### src/rtl/flash_cmd_pkg.sv
package flash_cmd_pkg;
  typedef enum logic [2:0] {
    ST_IDLE, ST_U1, ST_U2, ST_E1, ST_E2, ST_E3, ST_SEL, ST_LOAD
  } seq_st_e;

  typedef struct packed {
    logic prog;
    logic id_on;
    logic id_off;
    logic erase;
    logic lock_lo;
    logic lock_hi;
    logic poll;
  } seq_ev_t;

  localparam int unsigned KEY_W = 15;
  localparam logic [KEY_W-1:0] KEY_A = 15'h5555;
  localparam logic [KEY_W-1:0] KEY_B = 15'h2AAA;
  localparam logic [7:0] D_UNLK1  = 8'hAA;
  localparam logic [7:0] D_UNLK2  = 8'h55;
  localparam logic [7:0] C_PROG   = 8'hA0;
  localparam logic [7:0] C_ID_ON  = 8'h90;
  localparam logic [7:0] C_ID_OFF = 8'hF0;
  localparam logic [7:0] C_EXT    = 8'h80;
  localparam logic [7:0] C_LOCK   = 8'h40;
  localparam logic [7:0] C_ERASE  = 8'h10;
  localparam logic [7:0] C_SEL_LO = 8'h00;
  localparam logic [7:0] C_SEL_HI = 8'hFF;
endpackage

### src/rtl/seq_tracker.sv
module seq_tracker
  import flash_cmd_pkg::*;
#(
  parameter int unsigned ADDR_W = 19
) (
  input  logic              clk_i,
  input  logic              rst_ni,
  input  logic              wr_stb_i,
  input  logic [ADDR_W-1:0] wr_addr_i,
  input  logic [7:0]        wr_data_i,
  input  logic              prog_done_i,
  output seq_st_e           state_o,
  output seq_ev_t           ev_o
);
  seq_st_e st_q, st_d;
  seq_ev_t ev;
  logic    key_a, key_b, first, step2, sel_lo, sel_hi, bad;

  assign key_a  = wr_addr_i[KEY_W-1:0] == KEY_A;
  assign key_b  = wr_addr_i[KEY_W-1:0] == KEY_B;
  assign first  = key_a && (wr_data_i == D_UNLK1);
  assign step2  = key_b && (wr_data_i == D_UNLK2);
  assign sel_lo = (wr_addr_i == '0) && (wr_data_i == C_SEL_LO);
  assign sel_hi = (&wr_addr_i) && (wr_data_i == C_SEL_HI);

  always_comb begin
    st_d = st_q;
    ev   = '0;
    bad  = 1'b0;
    if (st_q == ST_LOAD) begin
      if (prog_done_i) st_d = ST_IDLE;
    end else if (wr_stb_i) begin
      unique case (st_q)
        ST_IDLE: if (first) st_d = ST_U1; else bad = 1'b1;
        ST_U1:   if (step2) st_d = ST_U2; else bad = 1'b1;
        ST_U2: begin
          if (key_a && wr_data_i == C_PROG) begin
            st_d = ST_LOAD; ev.prog = 1'b1;
          end else if (key_a && wr_data_i == C_ID_ON) begin
            st_d = ST_IDLE; ev.id_on = 1'b1;
          end else if (key_a && wr_data_i == C_ID_OFF) begin
            st_d = ST_IDLE; ev.id_off = 1'b1;
          end else if (key_a && wr_data_i == C_EXT) begin
            st_d = ST_E1;
          end else bad = 1'b1;
        end
        ST_E1: if (first) st_d = ST_E2; else bad = 1'b1;
        ST_E2: if (step2) st_d = ST_E3; else bad = 1'b1;
        ST_E3: begin
          if (key_a && wr_data_i == C_LOCK) st_d = ST_SEL;
          else if (key_a && wr_data_i == C_ERASE) begin
            st_d = ST_IDLE; ev.erase = 1'b1;
          end else bad = 1'b1;
        end
        ST_SEL: begin
          if (sel_lo) begin
            st_d = ST_IDLE; ev.lock_lo = 1'b1;
          end else if (sel_hi) begin
            st_d = ST_IDLE; ev.lock_hi = 1'b1;
          end else bad = 1'b1;
        end
        default: st_d = ST_IDLE;
      endcase
      // a stray AA@5555 restarts the unlock instead of being dropped
      if (bad) begin
        st_d    = first ? ST_U1 : ST_IDLE;
        ev.poll = !first;
      end
    end
  end

  always_ff @(posedge clk_i or negedge rst_ni)
    if (!rst_ni) st_q <= ST_IDLE;
    else         st_q <= st_d;

  assign state_o = st_q;
  assign ev_o    = ev;

  p_load_hold_r2: assert property (@(posedge clk_i) disable iff (!rst_ni)
    (st_q == ST_LOAD && !prog_done_i) |=> st_q == ST_LOAD);
  p_load_exit_r2: assert property (@(posedge clk_i) disable iff (!rst_ni)
    (st_q == ST_LOAD && prog_done_i) |=> st_q == ST_IDLE);
  p_idle_no_strobe_r8: assert property (@(posedge clk_i) disable iff (!rst_ni)
    (st_q == ST_IDLE && !wr_stb_i) |=> st_q == ST_IDLE);
endmodule

### src/rtl/cmd_exec.sv
module cmd_exec
  import flash_cmd_pkg::*;
#(
  parameter int unsigned BLK_W        = 5,
  parameter bit          LOCK_LO_INIT = 1'b0,
  parameter bit          LOCK_HI_INIT = 1'b0
) (
  input  logic             clk_i,
  input  logic             rst_ni,
  input  logic             wr_stb_i,
  input  logic [BLK_W-1:0] blk_addr_i,
  input  logic             in_load_i,
  input  seq_ev_t          ev_i,
  output logic             prog_start_o,
  output logic             byte_load_o,
  output logic             load_blocked_o,
  output logic             poll_start_o,
  output logic             id_mode_o,
  output logic             lock_lo_set_o,
  output logic             lock_hi_set_o,
  output logic             lock_lo_o,
  output logic             lock_hi_o,
  output logic             chip_erase_o
);
  logic in_lo, in_hi, blocked, any_lock, ld;
  logic lock_lo_q, lock_hi_q, id_q;

  assign in_lo    = blk_addr_i == '0;
  assign in_hi    = &blk_addr_i;
  assign blocked  = (in_lo && lock_lo_q) || (in_hi && lock_hi_q);
  assign any_lock = lock_lo_q || lock_hi_q;
  assign ld       = wr_stb_i && in_load_i;

  always_ff @(posedge clk_i or negedge rst_ni) begin
    if (!rst_ni) begin
      prog_start_o   <= 1'b0;
      byte_load_o    <= 1'b0;
      load_blocked_o <= 1'b0;
      poll_start_o   <= 1'b0;
      lock_lo_set_o  <= 1'b0;
      lock_hi_set_o  <= 1'b0;
      chip_erase_o   <= 1'b0;
      id_q           <= 1'b0;
      lock_lo_q      <= LOCK_LO_INIT;
      lock_hi_q      <= LOCK_HI_INIT;
    end else begin
      prog_start_o   <= ev_i.prog;
      byte_load_o    <= ld && !blocked;
      load_blocked_o <= ld && blocked;
      poll_start_o   <= ev_i.poll;
      lock_lo_set_o  <= ev_i.lock_lo;
      lock_hi_set_o  <= ev_i.lock_hi;
      chip_erase_o   <= ev_i.erase && !any_lock;
      if (ev_i.id_on)        id_q <= 1'b1;
      else if (ev_i.id_off)  id_q <= 1'b0;
      if (ev_i.lock_lo) lock_lo_q <= 1'b1;
      if (ev_i.lock_hi) lock_hi_q <= 1'b1;
    end
  end

  assign lock_lo_o = lock_lo_q;
  assign lock_hi_o = lock_hi_q;
  assign id_mode_o = id_q;

  p_lock_lo_sticky_r6: assert property (@(posedge clk_i) disable iff (!rst_ni)
    lock_lo_q |=> lock_lo_q);
  p_lock_hi_sticky_r6: assert property (@(posedge clk_i) disable iff (!rst_ni)
    lock_hi_q |=> lock_hi_q);
  p_erase_gate_r7: assert property (@(posedge clk_i) disable iff (!rst_ni)
    chip_erase_o |-> !lock_lo_q && !lock_hi_q);
  p_prog_enters_load_r1: assert property (@(posedge clk_i) disable iff (!rst_ni)
    prog_start_o |-> in_load_i);
  p_no_load_outside_r2: assert property (@(posedge clk_i) disable iff (!rst_ni)
    !in_load_i |=> !byte_load_o && !load_blocked_o);
  p_pulse_excl_r11: assert property (@(posedge clk_i) disable iff (!rst_ni)
    $onehot0({prog_start_o, byte_load_o, load_blocked_o, poll_start_o,
              lock_lo_set_o, lock_hi_set_o, chip_erase_o}));
endmodule

### src/rtl/id_reader.sv
module id_reader #(
  parameter int unsigned ADDR_W   = 19,
  parameter logic [7:0]  MFG_CODE = 8'h1F,
  parameter logic [7:0]  DEV_CODE = 8'hC4
) (
  input  logic              id_mode_i,
  input  logic              lock_lo_i,
  input  logic              lock_hi_i,
  input  logic [ADDR_W-1:0] rd_addr_i,
  output logic [7:0]        data_o
);
  localparam logic [ADDR_W-1:0] A_MFG   = ADDR_W'(0);
  localparam logic [ADDR_W-1:0] A_DEV   = ADDR_W'(1);
  localparam logic [ADDR_W-1:0] A_ST_LO = ADDR_W'(2);
  localparam logic [ADDR_W-1:0] A_ST_HI = {{(ADDR_W-4){1'b1}}, 4'h2};

  always_comb begin
    data_o = 8'h00;
    if (id_mode_i) begin
      if (rd_addr_i == A_MFG)        data_o = MFG_CODE;
      else if (rd_addr_i == A_DEV)   data_o = DEV_CODE;
      else if (rd_addr_i == A_ST_LO) data_o = {7'h7F, lock_lo_i};
      else if (rd_addr_i == A_ST_HI) data_o = {7'h7F, lock_hi_i};
    end
  end
endmodule

### src/rtl/flash_cmd_decoder.sv
module flash_cmd_decoder
  import flash_cmd_pkg::*;
#(
  parameter int unsigned ADDR_W       = 19,
  parameter int unsigned BOOT_W       = 14,
  parameter bit          LOCK_LO_INIT = 1'b0,
  parameter bit          LOCK_HI_INIT = 1'b0,
  parameter logic [7:0]  MFG_CODE     = 8'h1F,
  parameter logic [7:0]  DEV_CODE     = 8'hC4
) (
  input  logic              clk_i,
  input  logic              rst_ni,
  input  logic              wr_stb_i,
  input  logic [ADDR_W-1:0] wr_addr_i,
  input  logic [7:0]        wr_data_i,
  input  logic              prog_done_i,
  input  logic [ADDR_W-1:0] rd_addr_i,
  output logic              prog_start_o,
  output logic              load_en_o,
  output logic              byte_load_o,
  output logic              load_blocked_o,
  output logic              poll_start_o,
  output logic              id_mode_o,
  output logic [7:0]        id_data_o,
  output logic              lock_lo_set_o,
  output logic              lock_hi_set_o,
  output logic              lock_lo_o,
  output logic              lock_hi_o,
  output logic              chip_erase_o
);
  localparam int unsigned BLK_W = ADDR_W - BOOT_W;

  seq_st_e state;
  seq_ev_t ev;
  logic    in_load;

  seq_tracker #(.ADDR_W(ADDR_W)) u_trk (
    .clk_i, .rst_ni, .wr_stb_i, .wr_addr_i, .wr_data_i, .prog_done_i,
    .state_o(state), .ev_o(ev)
  );

  assign in_load   = state == ST_LOAD;
  assign load_en_o = in_load;

  cmd_exec #(.BLK_W(BLK_W), .LOCK_LO_INIT(LOCK_LO_INIT),
             .LOCK_HI_INIT(LOCK_HI_INIT)) u_exec (
    .clk_i, .rst_ni, .wr_stb_i,
    .blk_addr_i(wr_addr_i[ADDR_W-1:BOOT_W]),
    .in_load_i(in_load), .ev_i(ev),
    .prog_start_o, .byte_load_o, .load_blocked_o, .poll_start_o,
    .id_mode_o, .lock_lo_set_o, .lock_hi_set_o, .lock_lo_o, .lock_hi_o,
    .chip_erase_o
  );

  id_reader #(.ADDR_W(ADDR_W), .MFG_CODE(MFG_CODE), .DEV_CODE(DEV_CODE)) u_id (
    .id_mode_i(id_mode_o), .lock_lo_i(lock_lo_o), .lock_hi_i(lock_hi_o),
    .rd_addr_i, .data_o(id_data_o)
  );

  p_id_mode_stable_r3: assert property (@(posedge clk_i) disable iff (!rst_ni)
    !wr_stb_i |=> $stable(id_mode_o));
  p_load_after_prog_r1: assert property (@(posedge clk_i) disable iff (!rst_ni)
    $rose(load_en_o) |-> prog_start_o);
endmodule

### config.mk
export PLATFORM = sky130hd
export DESIGN_NAME = flash_cmd_decoder
export DESIGN_NICKNAME = d
export VERILOG_FILES = /design/src/rtl/flash_cmd_pkg.sv /design/src/rtl/seq_tracker.sv /design/src/rtl/cmd_exec.sv /design/src/rtl/id_reader.sv /design/src/rtl/flash_cmd_decoder.sv
export SDC_FILE = /design/constraint.sdc
export NUM_CORES = 1
export LEC_CHECK = 0
export BUFFER_PORTS_ARGS = -buffer_cell sky130_fd_sc_hd__clkbuf_2
export CAP_MARGIN = 20
export CORE_MARGIN = 2
export CORE_UTILIZATION = 46
export CTS_BUF_LIST = sky130_fd_sc_hd__clkbuf_16
export CTS_CLUSTER_DIAMETER = 60
export DETAILED_ROUTE_END_ITERATION = 16
export PLACE_DENSITY_LB_ADDON = 0.1
export SLEW_MARGIN = 40
export SYNTH_ARGS = -nofsm -noshare
export SYNTH_HDL_FRONTEND = slang
export SYNTH_SLANG_ARGS = --single-unit
### constraint.sdc
create_clock -name clk_i -period 3.5 [get_ports clk_i]
set_input_delay 0.7 -clock clk_i [delete_from_list [all_inputs] [get_ports clk_i]]
set_output_delay 0.7 -clock clk_i [all_outputs]
set_load 0.01 [all_outputs]
==> results.md <==
* I/O Buffers at 68
* Register area at 325 µm²
* Total of max-cap violations at 0
* RR Endpoint: u_trk.state_o[0]
* CTS tree: done
* Mapped Area at 0.00112 mm²
* Synth Flop Type: dfrtp_1
* CP Data Required Time at 2.80 ns
* Core ar. at approximately 0.0023 mm²
* Hold buffers post-CTS at 0
* Congestion Overflow GR at 0
* Final setup violation count at 0
* Share of layout cells above drive strength 1 at 38.5%
* Via count at approximately 1400
* RSZ-0062 raised after global routing: false
* Largest net degree at the start of global routing at 14
* Post-CTS Setup Repair Bufs at 0
* Commonest cells after routing, fill and taps aside: 68 x clkbuf_2, 13 x dfrtp_1, 11 x nand3_1, 10 x nand2_1
* R2r worst-path depth at 7
* Fraction of registers with async set/reset at 100%
* GP Congestion at 0.918
* Count of unique library cells instantiated by Yosys at 41
* Drt first pass iters at 4
* Leakage at 0.747 nW
* Multi-input logic area at 723 µm²
* Worst reg2reg setup slack at approximately 1.5 ns
* # rows at 17
* Yosys Warn Count at 0
* PwrDens at between 200 and 300 mW/mm²
* Wire length per cell at about 14 µm
* Period utilization at 89.4%
* Vias/cell at 5.86
* Area growth syn-to-layout at 36.8%
* FF+latch count, synth at 13
* CP Launch Type: primary input
* Slew headroom at 59.5%
* WP data arrival at 2.43 ns
* Final #Nets at 259
* Post-DP Area at 0.00145 mm²
* Number of fill cells at 203
* First-pass GRT wire length at 5510 µm
* Die ar. at 0.00284 mm²
* Max-slew violations at 0
* # DRC at 0
* DRT iter0 DRCs at 40
* Total track usage at between 20% and 30%
* Total wire length at 3340 µm
* Final Hold Viols at 0
* Worst-path clk slew at 0.05 ns
* Vias in the first global route at roughly 1300
* Hold Crit Class: in -> async
* Final instance area at 0.00153 mm²
* CP Launch Point: rd_addr_i[10]
* Critical path endpoint category: primary output
* Register area share after synthesis at just under 30%
* Starting Density at 49.6%
* Antenna-violating nets left at 0
* Slew of the pin with the lowest slew margin at 0.602 ns
* Chip Width at 53.3 µm
* Critical path class: in -> out
* # H-tree levels at 1
* TritonCTS Buffers at 3
* Clock sink count at 13
* Die Ht at 53.3 µm
* Root buf cell: clkbuf_16
* Delay of the slowest critical-path stage at 0.50 ns
* DP HPWL at 2710 µm
* EDFF count, synth at 0
* Setup TNS at 0 ns
* Max Fclk at roughly 0.32 GHz
* Cell count after synthesis at around 140
* Initial antenna violation count at 0
* Most frequent CP cell: clkbuf_2
* Syn nets at 194
* CTS max path bufs at 2
* Most common cell after layout, fill and taps aside: clkbuf_2
* Crit-path max FO at 4
* Later-pin clock latency in the skew report at ~0.24 ns
* Cts repair resizes at 0
* Number of diodes at 0
* Worst ir drop on vdd at 0.245 mV
* Worst clock skew at 0.00155 ns
* Reg-to-Reg Start: u_trk.state_o[0]
* Status: finished clean
* Post-layout min period at 3.13 ns
* Slowest stage cell, crit path: or4_1
* I/O Pins at 69
* Syn Area/Cell at ~7.8 µm²
* Cell Chain, Critical Path: clkbuf_2 > nor4_1 > nand4_1 > or4_1 > o21ai_0 > and2_1 > o211a_1 > clkbuf_2
-- how the worst max path moves through the flow --
stage          slack [ns]  depth (start not counted)           end
6_report             0.37                          8  id_data_o[0]
5_1_grt              0.24                          8  id_data_o[0]
4_1_cts              0.39                          8  id_data_o[0]
3_5_place_dp         0.39                          8  id_data_o[0]
3_3_place_gp         0.52                          8  id_data_o[0]
2_1_floorplan        0.70                          6  id_data_o[0]
-- cells by family after synthesis --
family,share of synthesized area [%]
DFF,29.1
and+or+nand+nor,47.6
xor gates and xnor gates,2.35
AOI/OAI and AO/OA,14.8
buffers and inverters,6.16
-- cell usage after synthesis (all sizes together), types with 3 or more instances --
master	instances	share of area [%]
buf	4	2.5
and4	3	2.6
and3	4	2.2
xnor2	3	2.4
dfrtp	13	29
nor3	9	4.0
nand4	9	5.0
o21ai	8	3.6
nor2	7	2.4
nand2	11	3.9
or3	4	2.2
nor4	9	6.4
and2	4	2.2
nand3	12	5.8
clkbuf	4	1.3
inv	7	2.4
or4	4	3.0
a21oi	6	2.7
-- cell type report --
| class | instances | share of cell area [%] |
|---|---|---|
| clock buffers | 3 | 4.91 |
| clock inverters | 1 | 0.245 |
| inverters | 7 | 1.72 |
| multi-input cells | 116 | 47.3 |
| flip-flops and latches | 13 | 21.3 |
| well taps | 28 | 2.29 |
| repair buffers | 68 | 22.3 |
-- per-stage QoR --
step / utilization [%] / total power [mW] / instances / worst slack, ns / hold slack [ns]
after global routing: 67.8 / 0.442 / 236 / 0.238 / 0.365
after floorplan: - / 0.174 / 144 / 0.699 / 0.404
after detailed placement: 64.3 / 0.216 / 232 / 0.390 / 0.552
after CTS: 67.8 / 0.430 / 236 / 0.389 / 0.349
final: 67.8 / 0.427 / 236 / 0.370 / 0.340
after global placement: 64.3 / 0.213 / 232 / 0.524 / 0.553
-- worst max-delay path, delay by kind of cell --
family / cells / cell delay, ns
AOI/OAI and AO/OA: 2 / 0.35
buffers and inverters: 2 / 0.21
and+or+nand+nor: 4 / 1.17
-- power breakdown --
group | internal [mW] | switching (mW)
Clock | 0.151 | 0.0621
Combinational | 0.0287 | 0.0336
Sequential | 0.151 | 0.000114
-- state kept, by name (all words and copies together) (netlist names) --
name,cells
u_exec.lock_hi_set_o,1
u_exec.lock_hi_o,1
u_exec.lock_lo_o,1
u_exec.chip_erase_o,1
u_exec.id_mode_o,1
u_exec.prog_start_o,1
u_trk.state_o,3
u_exec.poll_start_o,1
u_exec.load_blocked_o,1
u_exec.byte_load_o,1
u_exec.lock_lo_set_o,1
-- layer usage --
layer	wire length, µm	global-route usage [%]
met3	208	2.54
met2	1690	49.4
met1	1350	28.0
met5	0	0
met4	80	14.5
Note: power is estimated with default switching activity, not from simulation.
